$ cat src/rtl/adc_sif_pkg.sv
package adc_sif_pkg;
  typedef enum logic {ST_SLEEP = 1'b0, ST_CONV = 1'b1} conv_st_e;

  function automatic int unsigned pos_w(int unsigned frame_w);
    return (frame_w < 2) ? 1 : $clog2(frame_w);
  endfunction
endpackage

$ cat src/rtl/adc_sif_sync.sv
module adc_sif_sync #(
  parameter int unsigned W       = 1,
  parameter int unsigned N       = 2,
  parameter logic [W-1:0] RST_VAL = '0
) (
  input  logic         clk_i,
  input  logic         rst_ni,
  input  logic [W-1:0] d_i,
  output logic [W-1:0] q_o
);
  logic [N-1:0][W-1:0] stg_q;

  always_ff @(posedge clk_i or negedge rst_ni) begin
    if (!rst_ni) begin
      stg_q <= {N{RST_VAL}};
    end else begin
      stg_q[0] <= d_i;
      for (int i = 1; i < N; i++) stg_q[i] <= stg_q[i-1];
    end
  end

  assign q_o = stg_q[N-1];
endmodule

$ cat src/rtl/adc_sif_shift.sv
module adc_sif_shift #(
  parameter int unsigned RES_W = 30,
  parameter int unsigned POS_W = 5
) (
  input  logic             clk_i,
  input  logic             rst_ni,
  input  logic             load_i,
  input  logic [RES_W-1:0] result_i,
  input  logic             rewind_i,
  input  logic             shift_i,
  input  logic [POS_W-1:0] pos_i,
  input  logic             busy_i,
  output logic             sdo_o
);
  logic [RES_W-1:0] res_q, sh_q;

  always_ff @(posedge clk_i or negedge rst_ni) begin
    if (!rst_ni) begin
      res_q <= '0;
      sh_q  <= '0;
    end else if (load_i) begin
      res_q <= result_i;
      sh_q  <= result_i;
    end else if (rewind_i) begin
      sh_q <= res_q;
    end else if (shift_i) begin
      sh_q <= {sh_q[RES_W-2:0], 1'b0};
    end
  end

  // position 0: status, 1: fixed zero, then result MSB first
  always_comb begin
    if (pos_i == '0)                 sdo_o = busy_i;
    else if (pos_i == POS_W'(1))     sdo_o = 1'b0;
    else                             sdo_o = sh_q[RES_W-1];
  end

  a_r5_hold: assert property (@(posedge clk_i) disable iff (!rst_ni)
    (!load_i && !shift_i && !rewind_i) |=> $stable(sh_q));
  a_r4_keep: assert property (@(posedge clk_i) disable iff (!rst_ni)
    !load_i |=> $stable(res_q));
endmodule

$ cat src/rtl/adc_sif_port.sv
module adc_sif_port
  import adc_sif_pkg::*;
#(
  parameter int unsigned RES_W  = 30,
  parameter int unsigned CFG_W  = 5,
  parameter int unsigned SYNC_N = 2
) (
  input  logic             clk_i,
  input  logic             rst_ni,
  input  logic             cs_ni,
  input  logic             sck_i,
  input  logic             sdi_i,
  input  logic             done_i,
  input  logic [RES_W-1:0] result_i,
  output logic             sdo_o,
  output logic             sdo_oe_o,
  output logic             busy_o,
  output logic             start_o,
  output logic [CFG_W-1:0] cfg_o
);
  localparam int unsigned FRAME_W = RES_W + 2;
  localparam int unsigned POS_W   = pos_w(FRAME_W);

  logic       cs_s, sck_s, sdi_s, sck_q;
  logic [2:0] sync_q;

  adc_sif_sync #(.W(3), .N(SYNC_N), .RST_VAL(3'b100)) u_sync (
    .clk_i  (clk_i),
    .rst_ni (rst_ni),
    .d_i    ({cs_ni, sck_i, sdi_i}),
    .q_o    (sync_q)
  );
  assign {cs_s, sck_s, sdi_s} = sync_q;

  conv_st_e         st_q;
  logic [POS_W-1:0] pos_q;
  logic [CFG_W-1:0] cfg_sh_q;
  logic             sleep, sck_rise, sck_fall, last_fall, shift, load;

  assign sleep     = (st_q == ST_SLEEP);
  assign sck_rise  = !cs_s && sleep &&  sck_s && !sck_q;
  assign sck_fall  = !cs_s && sleep && !sck_s &&  sck_q;
  assign last_fall = sck_fall && (pos_q == POS_W'(FRAME_W - 1));
  assign shift     = sck_fall && (pos_q >= POS_W'(2));
  assign load      = done_i && !sleep;

  always_ff @(posedge clk_i or negedge rst_ni) begin
    if (!rst_ni) begin
      sck_q    <= 1'b0;
      st_q     <= ST_SLEEP;
      pos_q    <= '0;
      cfg_sh_q <= '0;
      cfg_o    <= '0;
      start_o  <= 1'b0;
    end else begin
      sck_q   <= sck_s;
      start_o <= 1'b0;
      if (load) st_q <= ST_SLEEP;
      if (cs_s) begin
        pos_q <= '0;
      end else if (last_fall) begin
        pos_q   <= '0;
        st_q    <= ST_CONV;
        start_o <= 1'b1;
        cfg_o   <= cfg_sh_q;
      end else if (sck_fall) begin
        pos_q <= pos_q + POS_W'(1);
      end
      if (sck_rise && pos_q < POS_W'(CFG_W))
        cfg_sh_q <= {cfg_sh_q[CFG_W-2:0], sdi_s};
    end
  end

  adc_sif_shift #(.RES_W(RES_W), .POS_W(POS_W)) u_shift (
    .clk_i    (clk_i),
    .rst_ni   (rst_ni),
    .load_i   (load),
    .result_i (result_i),
    .rewind_i (cs_s),
    .shift_i  (shift),
    .pos_i    (pos_q),
    .busy_i   (!sleep),
    .sdo_o    (sdo_o)
  );

  assign busy_o   = !sleep;
  assign sdo_oe_o = !cs_s;

  a_r8_idle_pos: assert property (@(posedge clk_i) disable iff (!rst_ni)
    cs_s |=> pos_q == '0);
  a_r6_start_busy: assert property (@(posedge clk_i) disable iff (!rst_ni)
    start_o |-> busy_o);
  a_r6_busy_rise: assert property (@(posedge clk_i) disable iff (!rst_ni)
    $rose(busy_o) |-> start_o);
  a_r6_one_pulse: assert property (@(posedge clk_i) disable iff (!rst_ni)
    start_o |=> !start_o);
  a_r4_done_sleep: assert property (@(posedge clk_i) disable iff (!rst_ni)
    (done_i && busy_o) |=> !busy_o);
  a_r9_frozen: assert property (@(posedge clk_i) disable iff (!rst_ni)
    busy_o |-> pos_q == '0);
  a_r7_cfg_at_start: assert property (@(posedge clk_i) disable iff (!rst_ni)
    !$stable(cfg_o) |-> start_o);
endmodule

$ cat config.mk
export PLATFORM = sky130hd
export DESIGN_NAME = adc_sif_port
export DESIGN_NICKNAME = d
export VERILOG_FILES = /design/src/rtl/adc_sif_pkg.sv /design/src/rtl/adc_sif_sync.sv /design/src/rtl/adc_sif_shift.sv /design/src/rtl/adc_sif_port.sv
export SDC_FILE = /design/constraint.sdc
export NUM_CORES = 1
export LEC_CHECK = 0
export BUFFER_PORTS_ARGS = -buffer_cell sky130_fd_sc_hd__buf_2
export CORE_MARGIN = 2
export CORE_UTILIZATION = 36
export DETAILED_ROUTE_END_ITERATION = 10
export PLACE_DENSITY = 0.51
export SLEW_MARGIN = 40
export SYNTH_ARGS = -nofsm -noshare
export SYNTH_HDL_FRONTEND = slang
export SYNTH_SLANG_ARGS = --single-unit
export TNS_END_PERCENT = 20
$ cat constraint.sdc
create_clock -name clk_i -period 3.2 [get_ports clk_i]
set_input_delay 0.32 -clock clk_i [delete_from_list [all_inputs] [get_ports clk_i]]
set_output_delay 0.32 -clock clk_i [all_outputs]
set_load 0.005 [all_outputs]
After elaboration in Yosys (flattened, before gate mapping)
Index checks and enable logic that the tools add are counted.

$add $sub $neg: 1. Multipliers: 0. Divide/modulo/power cells: 0. $lt $le $gt $ge: 2. Eq/ne operators: 2. Shift-type cells: 0. Muxes and demuxes: 13. Bitwise logic cells: 2. Reduce and logical (&&, ||, !) cells: 16.

Operators by type and width (number): $mux W30 (3); $mux W5 (3); $logic_and A1 B1 Y1 (9); $mux W1 (7); $reduce_bool A3 Y1 (2); $add A5 B1 Y5 const B (1); $eq A5 B1 Y1 const B (1); $eq A5 B5 Y1 const B (1); $ge A5 B2 Y1 const B (1); $logic_not A5 Y1 (1); $lt A5 B3 Y1 const B (1); $logic_not A1 Y1 (3); $not A1 Y1 (2); $reduce_and A2 Y1 (1).

Register bits: 84. Latch bits: 0. Memory bits (writable): 0. Bits in read-only memories: 0. Input port bits: 36. Output and inout port bits: 9. Memories: 0.

Depth between registers and ports, before layout
Gate-level depths: netlist of the first run.

Depth in word-level cells: 8. Depth in mapped cells: 6. Depth with buffers taken out: 6.

Cells and area by module
Synthesis of the first run repeated with hierarchy kept, for this count alone.

Cells, all modules: 369. Area total of the unflattened synthesis: 3679.8 µm².

By module, submodules not included: adc_sif_shift (instances 1, cells an instance 295, area an instance 2707.6 µm², sequential area each 1501.4 µm²); adc_sif_port (instances 1, cells an instance 65, area an instance 797.0 µm², sequential area each 450.4 µm²); adc_sif_sync (instances 1, cells an instance 9, area an instance 175.2 µm², sequential area each 152.6 µm²).

Worst setup path after synthesis of the first run
OpenSTA, ideal clock, no wires.

Path type: register to register. Start: reg st_q (netlist: busy_o). End: reg u_shift.sh_q[12]. Arrival: 1700 ps. Data required time: 3075 ps. Path slack: 1375 ps. Cell stages (with the launch flop): 6. Path buffers: 2. Clock period less this slack: 1825 ps. Path through: dfrtp_1 buf_6 or3b_1 a32oi_2 buf_6 mux2_2.

Longest elaborated chain between the ends: 6. Elaborated cells between the ends (all ways): 8. Classes of those cells: 1 x mux; 1 x bitwise; 6 x reduce/logical.

RTL lines: from (decl) (line adc_sif_port.sv:35) `conv_st_e st_q;`; from (signal assigned) (line adc_sif_port.sv:50) `st_q <= ST_SLEEP;`; from (signal assigned) (line adc_sif_port.sv:58) `if (load) st_q <= ST_SLEEP;`; from (signal assigned) (line adc_sif_port.sv:63) `st_q <= ST_CONV;`; $not A1 Y1 (line adc_sif_port.sv:40) `assign sleep = (st_q == ST_SLEEP);`; $logic_and A1 B1 Y1 (3 in series) (line adc_sif_port.sv:42) `assign sck_fall = !cs_s && sleep && !sck_s && sck_q;`; $logic_and A1 B1 Y1 (line adc_sif_port.sv:44) `assign shift = sck_fall && (pos_q >= POS_W'(2));`; $reduce_bool A3 Y1 (no source line); to (signal assigned) (line adc_sif_shift.sv:23) `sh_q <= result_i;`; to (signal assigned) (line adc_sif_shift.sv:25) `sh_q <= res_q;`; to (signal assigned) (line adc_sif_shift.sv:27) `sh_q <= {sh_q[RES_W-2:0], 1'b0};`; to (decl) (line adc_sif_shift.sv:15) `logic [RES_W-1:0] res_q, sh_q;`.

Parallel ways exist; a longest one is shown, timed or not. A chain may end at the register's enable or synchronous reset.

Worst setup path in the final report of the first run
Start: reg st_q (netlist: busy_o). End: reg cfg_o[0].

Longest elaborated chain between the ends: 6.

RTL lines: $not A1 Y1 (line adc_sif_port.sv:40); $logic_and A1 B1 Y1 (3 in series) (line adc_sif_port.sv:42); $logic_and A1 B1 Y1 (line adc_sif_port.sv:43) `assign last_fall = sck_fall && (pos_q == POS_W'(FRAME_W - 1));`; $reduce_and A2 Y1 (no source line); to (signal assigned) (line adc_sif_port.sv:65) `cfg_o <= cfg_sh_q;`; to (decl) (line adc_sif_port.sv:19) `output logic [CFG_W-1:0] cfg_o`.

No other way between the ends.

==> results of run 1 <==
[report_power, final]
part           total [uW]  switching (uW)  internal [uW]  leakage (uW)
Clock                 669             388            281     0.0000783
Sequential           1120            24.0           1090       0.00115
Combinational         129            68.8           60.6       0.00102
[cells in the final DEF, fill, tap and decap left out, types with 2 or more instances in the layout]
master / netlist / final
and2_1: 2 / 2
buf_2: 4 / 43
buf_4: 0 / 7
clkbuf_8: 0 / 10
clkinv_2: 0 / 2
clkinvlp_4: 0 / 3
dfrtp_1: 82 / 82
dfstp_2: 2 / 2
ha_1: 5 / 5
inv_1: 6 / 6
mux2_2: 39 / 39
mux2i_1: 30 / 30
nand2_1: 64 / 64
nand3_1: 33 / 33
nor3_1: 2 / 2
o21ai_0: 32 / 32
[synthesized netlist by cell type (all sizes together), types with 2 or more instances]
master	count	area, um^2
o21ai	32	160.2
nor3	2	10.01
nand2	64	240.2
buf	9	76.32
and2	2	12.51
nand3	33	165.2
inv	6	22.52
ha	5	62.56
mux2i	30	300.3
dfrtp	82	2052
clkbuf	12	45.04
dfstp	2	52.55
mux2	39	439.2
[cells by family after synthesis]
group                    share of synthesized area
AO/OA/AOI/OAI                              0.06061
XOR/XNOR                                  0.002306
adder cells (fa/ha/maj)                    0.01647
buffers and inverters                      0.03788
flip-flops                                  0.5540
multiplexers                                0.1947
AND/OR/NAND/NOR                             0.1341
[sequential cells by signal (all words and copies together), names as in the netlist]
register       flops
u_shift.res_q     30
busy_o             1
cfg_sh_q           5
sck_q              1
u_shift.sh_q      30
pos_q              5
start_o            1
cfg_o              5
u_sync.q_o         3
u_sync.stg_q       3
[final timing paths]
path,from,endpoint,slack [ns],depth (start not counted)
setup / recovery,busy_o,cfg_o[0],0.83,4
hold / removal,rst_ni,u_shift.sh_q[6],-0.01,1
setup reg to reg,busy_o,cfg_o[0],0.83,4
hold reg to reg,u_sync.stg_q[1],u_sync.q_o[1],0.35,0
max in group asynchronous,rst_ni,u_shift.sh_q[19],2.73,1
min in group clk_i,cs_ni,u_sync.stg_q[2],0.06,1
[stage by stage]
stage | hold WS, ns | util | area, um^2 | instances
finish | -0.01201 | 0.4182 | 4298 | 518
global route | 0.03500 | 0.4182 | 4298 | 518
CTS | 0.03781 | 0.4179 | 4295 | 518
detailed placement | 0.3347 | 0.4015 | 4126 | 502
global placement | 0.3322 | 0.4011 | 4123 | 502
floorplan | 0.02441 | - | 3799 | 336
[layout make-up]
type / count / area share
clock buffer: 10 / 0.02969
clock inverter: 6 / 0.009607
inverter: 6 / 0.005240
multi-input combinational: 225 / 0.3607
sequential: 84 / 0.4897
tap: 136 / 0.03959
timing repair buffer: 51 / 0.06550
[per-layer routing]
layer / vias up / track usage
li1: 1247 / -
met1: 1277 / 0.2075
met2: 56 / 0.2307
met3: 4 / 0.04377
met4: 0 / 0.03896
met5: - / 0
[critical path: stages, from the launching register on]
cell	delay, ns
dfrtp_1	0.63
buf_4	0.35
nor4b_4	0.50
and2_1	0.40
mux2_2	0.38
==> results.ini, run 1 <==
[synthesis]
synthCells = 336
yosys_warnings = 0
syn_nets = 377
ys_seq_elements = 84
syn_avg_cell_area_um2 = 11.31
yosysSeqAreaShare = 0.5540
synth_cell_type_count = 32
synth-edff-count = 0
synth_flop_cell = dfrtp_1
synthArstFlopShare = 1.000
syn_area_mm2 = 0.003799

[placed_design]
gp_congestion = 0.7046
dp_hpwl_um = 4893
place_ws_ns = 0.7938
port_buffers = 44

[critical_path]
required_ns = 3.44
end_kind = register
critPathKind = register to register
cp_max_fo = 20
arrival_ns = 2.61
start_kind = register

[floorplan]
die_h_um = 106.7
num_rows = 37
start_util = 0.3696
core_area_mm2 = 0.01028
die_x_um = 106.7
ios = 45
die_area_mm2 = 0.01139

[clock_tree]
clk_latency_ns = 0.35
cts_tree = done
ctsHtreeMaxLevel = 3
cts_resized = 0
postCtsSetupBuffers = 0
path_clk_slew_ns = 0.09
cts_buffers = 9
cts_root_buf = clkbuf_8
cts.path.max_buffers = 2
cts_num_sinks = 84
cts.hold.buffers_added = 0

[run_status]
violations = negative hold slack
status = finished with violations

[routing]
wl_met1_um = 3811
met3WireLength_um = 358
wl_met2_um = 3551
drtIter0Drc = 116
ant_nets = 0
routed_wl_um = 7765
via_per_inst = 4.988
top_layer = met4
num_vias = 2584
drc = 0
wl_per_cell_um = 14.99
drtPass1Iterations = 4

[cells_and_area]
area_delta_synth_final_pct = 13.14
antenna_cells = 0
fillers = 1001
nets = 418
multi_input_area_mm2 = 0.001550
regArea_mm2 = 0.002105
drive_above_1_share = 0.2853

[flow_run]
maxCapViolCount = 0

[worst_hold_path]
holdCritPathClass = primary input to asynchronous set/reset pin

[timing]
slew_viol_final = 0
rsz0062_at_grt = false
final-hold-violation-count = 5
layout_setup_ws_ns = 0.8302
max_freq_mhz = 422.0
setup-violations-final = 0
post-route-period-util = 0.7406
tns_ns = 0
fin_skew_ns = 0.008781
timing.hold.ws_ns = -0.01201
finalCriticalPeriod_ns = 2.370
worst_pin_slew_ns = 0.6620
slew_headroom = 0.5587

[power]
powerDensity_mw_per_mm2 = 445.3
p_total_uw = 1914
power.leakage_uw = 0.002240
max-vdd-ir-drop_mv = 0.2651

[global_routing]
antenna_found_initial = 0
gr-total-overflow = 0
grt_pass1_vias = 2687
grt_max_degree = 85
grtUsageTotal = 0.1498
grt_pass1_wl_um = 13450

(Power assumes the default switching activity.)
==> inputs of run 2 (changes only) <==
ABC_AREA = 1   (was not set)
PLACE_DENSITY = 0.53   (was 0.51)
clock period = 2.02 ns   (was 3.2 ns; I/O delays follow)
==> run 2 against run 1 <==
The flow now finishes without violations. Flip-flop and latch count stayed put. Die area rose by 0.35%. Synthesized cell count increased by 39%. Non-clock buffer count increased by 6. Critical path depth rose by 2. Wire length up 7.6%. Synthesized area increased by 0.36%. Sequential share of layout area decreased by 1.2 points. Via count is 17% higher. Cell count increased by 25%. Sequential power up 76%. Critical path type is now register to output pin. Largest power group unchanged.
==> results.ini, run 2 <==
[routing]
num_vias = 3034
ant_nets = 0
routed_wl_um = 8355
drtIter0Drc = 171
drtPass1Iterations = 4
drc = 0
via_per_inst = 4.682
wl_per_cell_um = 12.89

[timing]
setup-violations-final = 0
post-route-period-util = 0.8883
worst_pin_slew_ns = 0.3683
fin_skew_ns = 0.009300
finalCriticalPeriod_ns = 1.794
slew_viol_final = 0
slew_headroom = 0.7545
tns_ns = 0
rsz0062_at_grt = false
max_freq_mhz = 557.3
final-hold-violation-count = 0

[global_routing]
grt_pass1_wl_um = 14280
gr-total-overflow = 0
antenna_found_initial = 0
grt_pass1_vias = 3033
grtUsageTotal = 0.1612
grt_max_degree = 60

[clock_tree]
ctsHtreeMaxLevel = 3
path_clk_slew_ns = 0.08
cts.path.max_buffers = 2
cts_num_sinks = 84
postCtsSetupBuffers = 0
cts_buffers = 9
cts_tree = done
cts_root_buf = clkbuf_8
clk_latency_ns = 0.36

[floorplan]
core_area_mm2 = 0.01032
die_x_um = 106.9
num_rows = 37
die_h_um = 106.9
ios = 45
die_area_mm2 = 0.01143
start_util = 0.3693

[critical_path]
worst_r2r_endpoint = pos_q[3]
end_kind = output pin
crit_path_end = sdo_o
crit_top_cell = o21ai_0
r2r-start = pos_q[1]
crit_path_cell_trace = inv_1, ha_1, nor2_1, o21ai_0, o21ai_0, buf_2
reg2regPathDepth = 9
crit_path_top_delay_cell = dfrtp_1
r2r_setup_slack_ns = 0.41
critPathMaxStageDelay_ns = 0.44
cp_max_fo = 6
start_kind = register
crit_start = pos_q[0]
arrival_ns = 1.59
critPathKind = register to output pin
required_ns = 1.82

[synthesis]
synthCells = 466
synth_most_common_cell = nand2_1
yosys_warnings = 0
synth_cell_type_count = 20
syn_avg_cell_area_um2 = 8.181
syn_area_mm2 = 0.003812
synth_flop_cell = dfrtp_1
synth.largest_area_cell = dfrtp_1
synth_area_leaders = dfrtp_1 54%, nand2_1 17%, o21ai_0 9.8%
ys_seq_elements = 84
synth_common_cells = 173 x nand2_1, 82 x dfrtp_1, 75 x o21ai_0
yosysSeqAreaShare = 0.5520
synth-edff-count = 0
synthArstFlopShare = 1.000
synth_top_area_frac = 0.5382
syn_nets = 507

[placed_design]
gp_congestion = 0.8054
dp_hpwl_um = 5257
port_buffers = 44

[cells_and_area]
area_delta_synth_final_pct = 15.49
drive_above_1_share = 0.1543
nets = 548
final_cell_mix = 173 x nand2_1, 82 x dfrtp_1, 75 x o21ai_0, 43 x buf_2, 37 x nor2_1
antenna_cells = 0
fin_util = 0.4265
largest_registers = u_shift.res_q (30), u_shift.sh_q (30)
final_common_cell = nand2_1

[power]
power.leakage_uw = 0.002305
powerDensity_mw_per_mm2 = 814.2
max-vdd-ir-drop_mv = 0.4308

[worst_hold_path]
holdCritPathClass = primary input to register

[run_status]
status = finished, final reports clean

[flow_run]
maxCapViolCount = 0

==> run 2: area by class of cell <==
| class | count | area, um^2 |
|---|---|---|
| inverters | 17 | 66.31 |
| repair buffers | 57 | 355.3 |
| clock buffers | 16 | 200.2 |
| flip-flops and latches | 84 | 2105 |
| well taps | 136 | 170.2 |
| multi-input cells | 338 | 1506 |
| fillers | 1079 | 5921 |
==> run 2: power by group <==
part | switching (uW) | internal (uW)
registers | 95.2 | 1870
clock network | 582 | 618
logic | 243 | 175
==> run 2: metrics by stage <==
step	total power, uW	worst slack (ns)	hold WS (ns)	instance area, um^2	instances
3_5_place_dp	2417	0.3016	0.1472	4158	628
4_1_cts	3635	0.1844	0.02377	4398	648
5_1_grt	3810	0.03024	0.03681	4403	648
6_report	3585	0.2256	0.03009	4403	648
3_3_place_gp	2407	0.3569	0.1409	4158	628
2_1_floorplan	2262	0.4964	-0.09359	3812	466
==> run 2: routing by layer <==
| metal | up-vias | GRT usage | part of all wire |
|---|---|---|---|
| li1 | 1564 | - | - |
| met1 | 1413 | 0.2079 | 0.49 |
| met2 | 49 | 0.2584 | 0.45 |
| met3 | 8 | 0.05350 | 0.048 |
| met4 | 0 | 0.04824 | 0.011 |
| met5 | - | 0 | 0 |
==> run 2: how the worst min path moves through the flow <==
stage,from,to,cells after the start
finish,done_i,busy_o,2
global route,result_i[20],u_shift.res_q[20],3
CTS,done_i,busy_o,2
detailed placement,rst_ni,cfg_o[2],1
global placement,rst_ni,cfg_o[1],1
floorplan,rst_ni,busy_o,0
==> run 2: worst max-delay path: cells and delay by family, from the launching register on <==
kind / cells / cell delay (ns)
AOI/OAI and AO/OA: 2 / 0.26
and+or+nand+nor: 1 / 0.05
buffers and inverters: 2 / 0.30
DFF: 1 / 0.44
adders and majority gates: 1 / 0.18
==> run 2: logic make-up (layout without fill, tap and decap cells) <==
kind of cell             count (synthesis)  count (layout)  synth area share
AND/OR/NAND/NOR                        257             257            0.2767
XOR/XNOR                                 1               1          0.002298
AO/OA/AOI/OAI                           75              75           0.09846
adder cells (fa/ha/maj)                  5               5           0.01641
flip-flops                              84              84            0.5520
buffers and inverters                   44              90           0.05415
==> run 2: repair_timing <==
item / CTS / global route
setup endpoints to repair: 0 / 1
gates resized for setup: 0 / 1
hold endpoints to repair: 28 / 0
hold buffers: 4 / 0
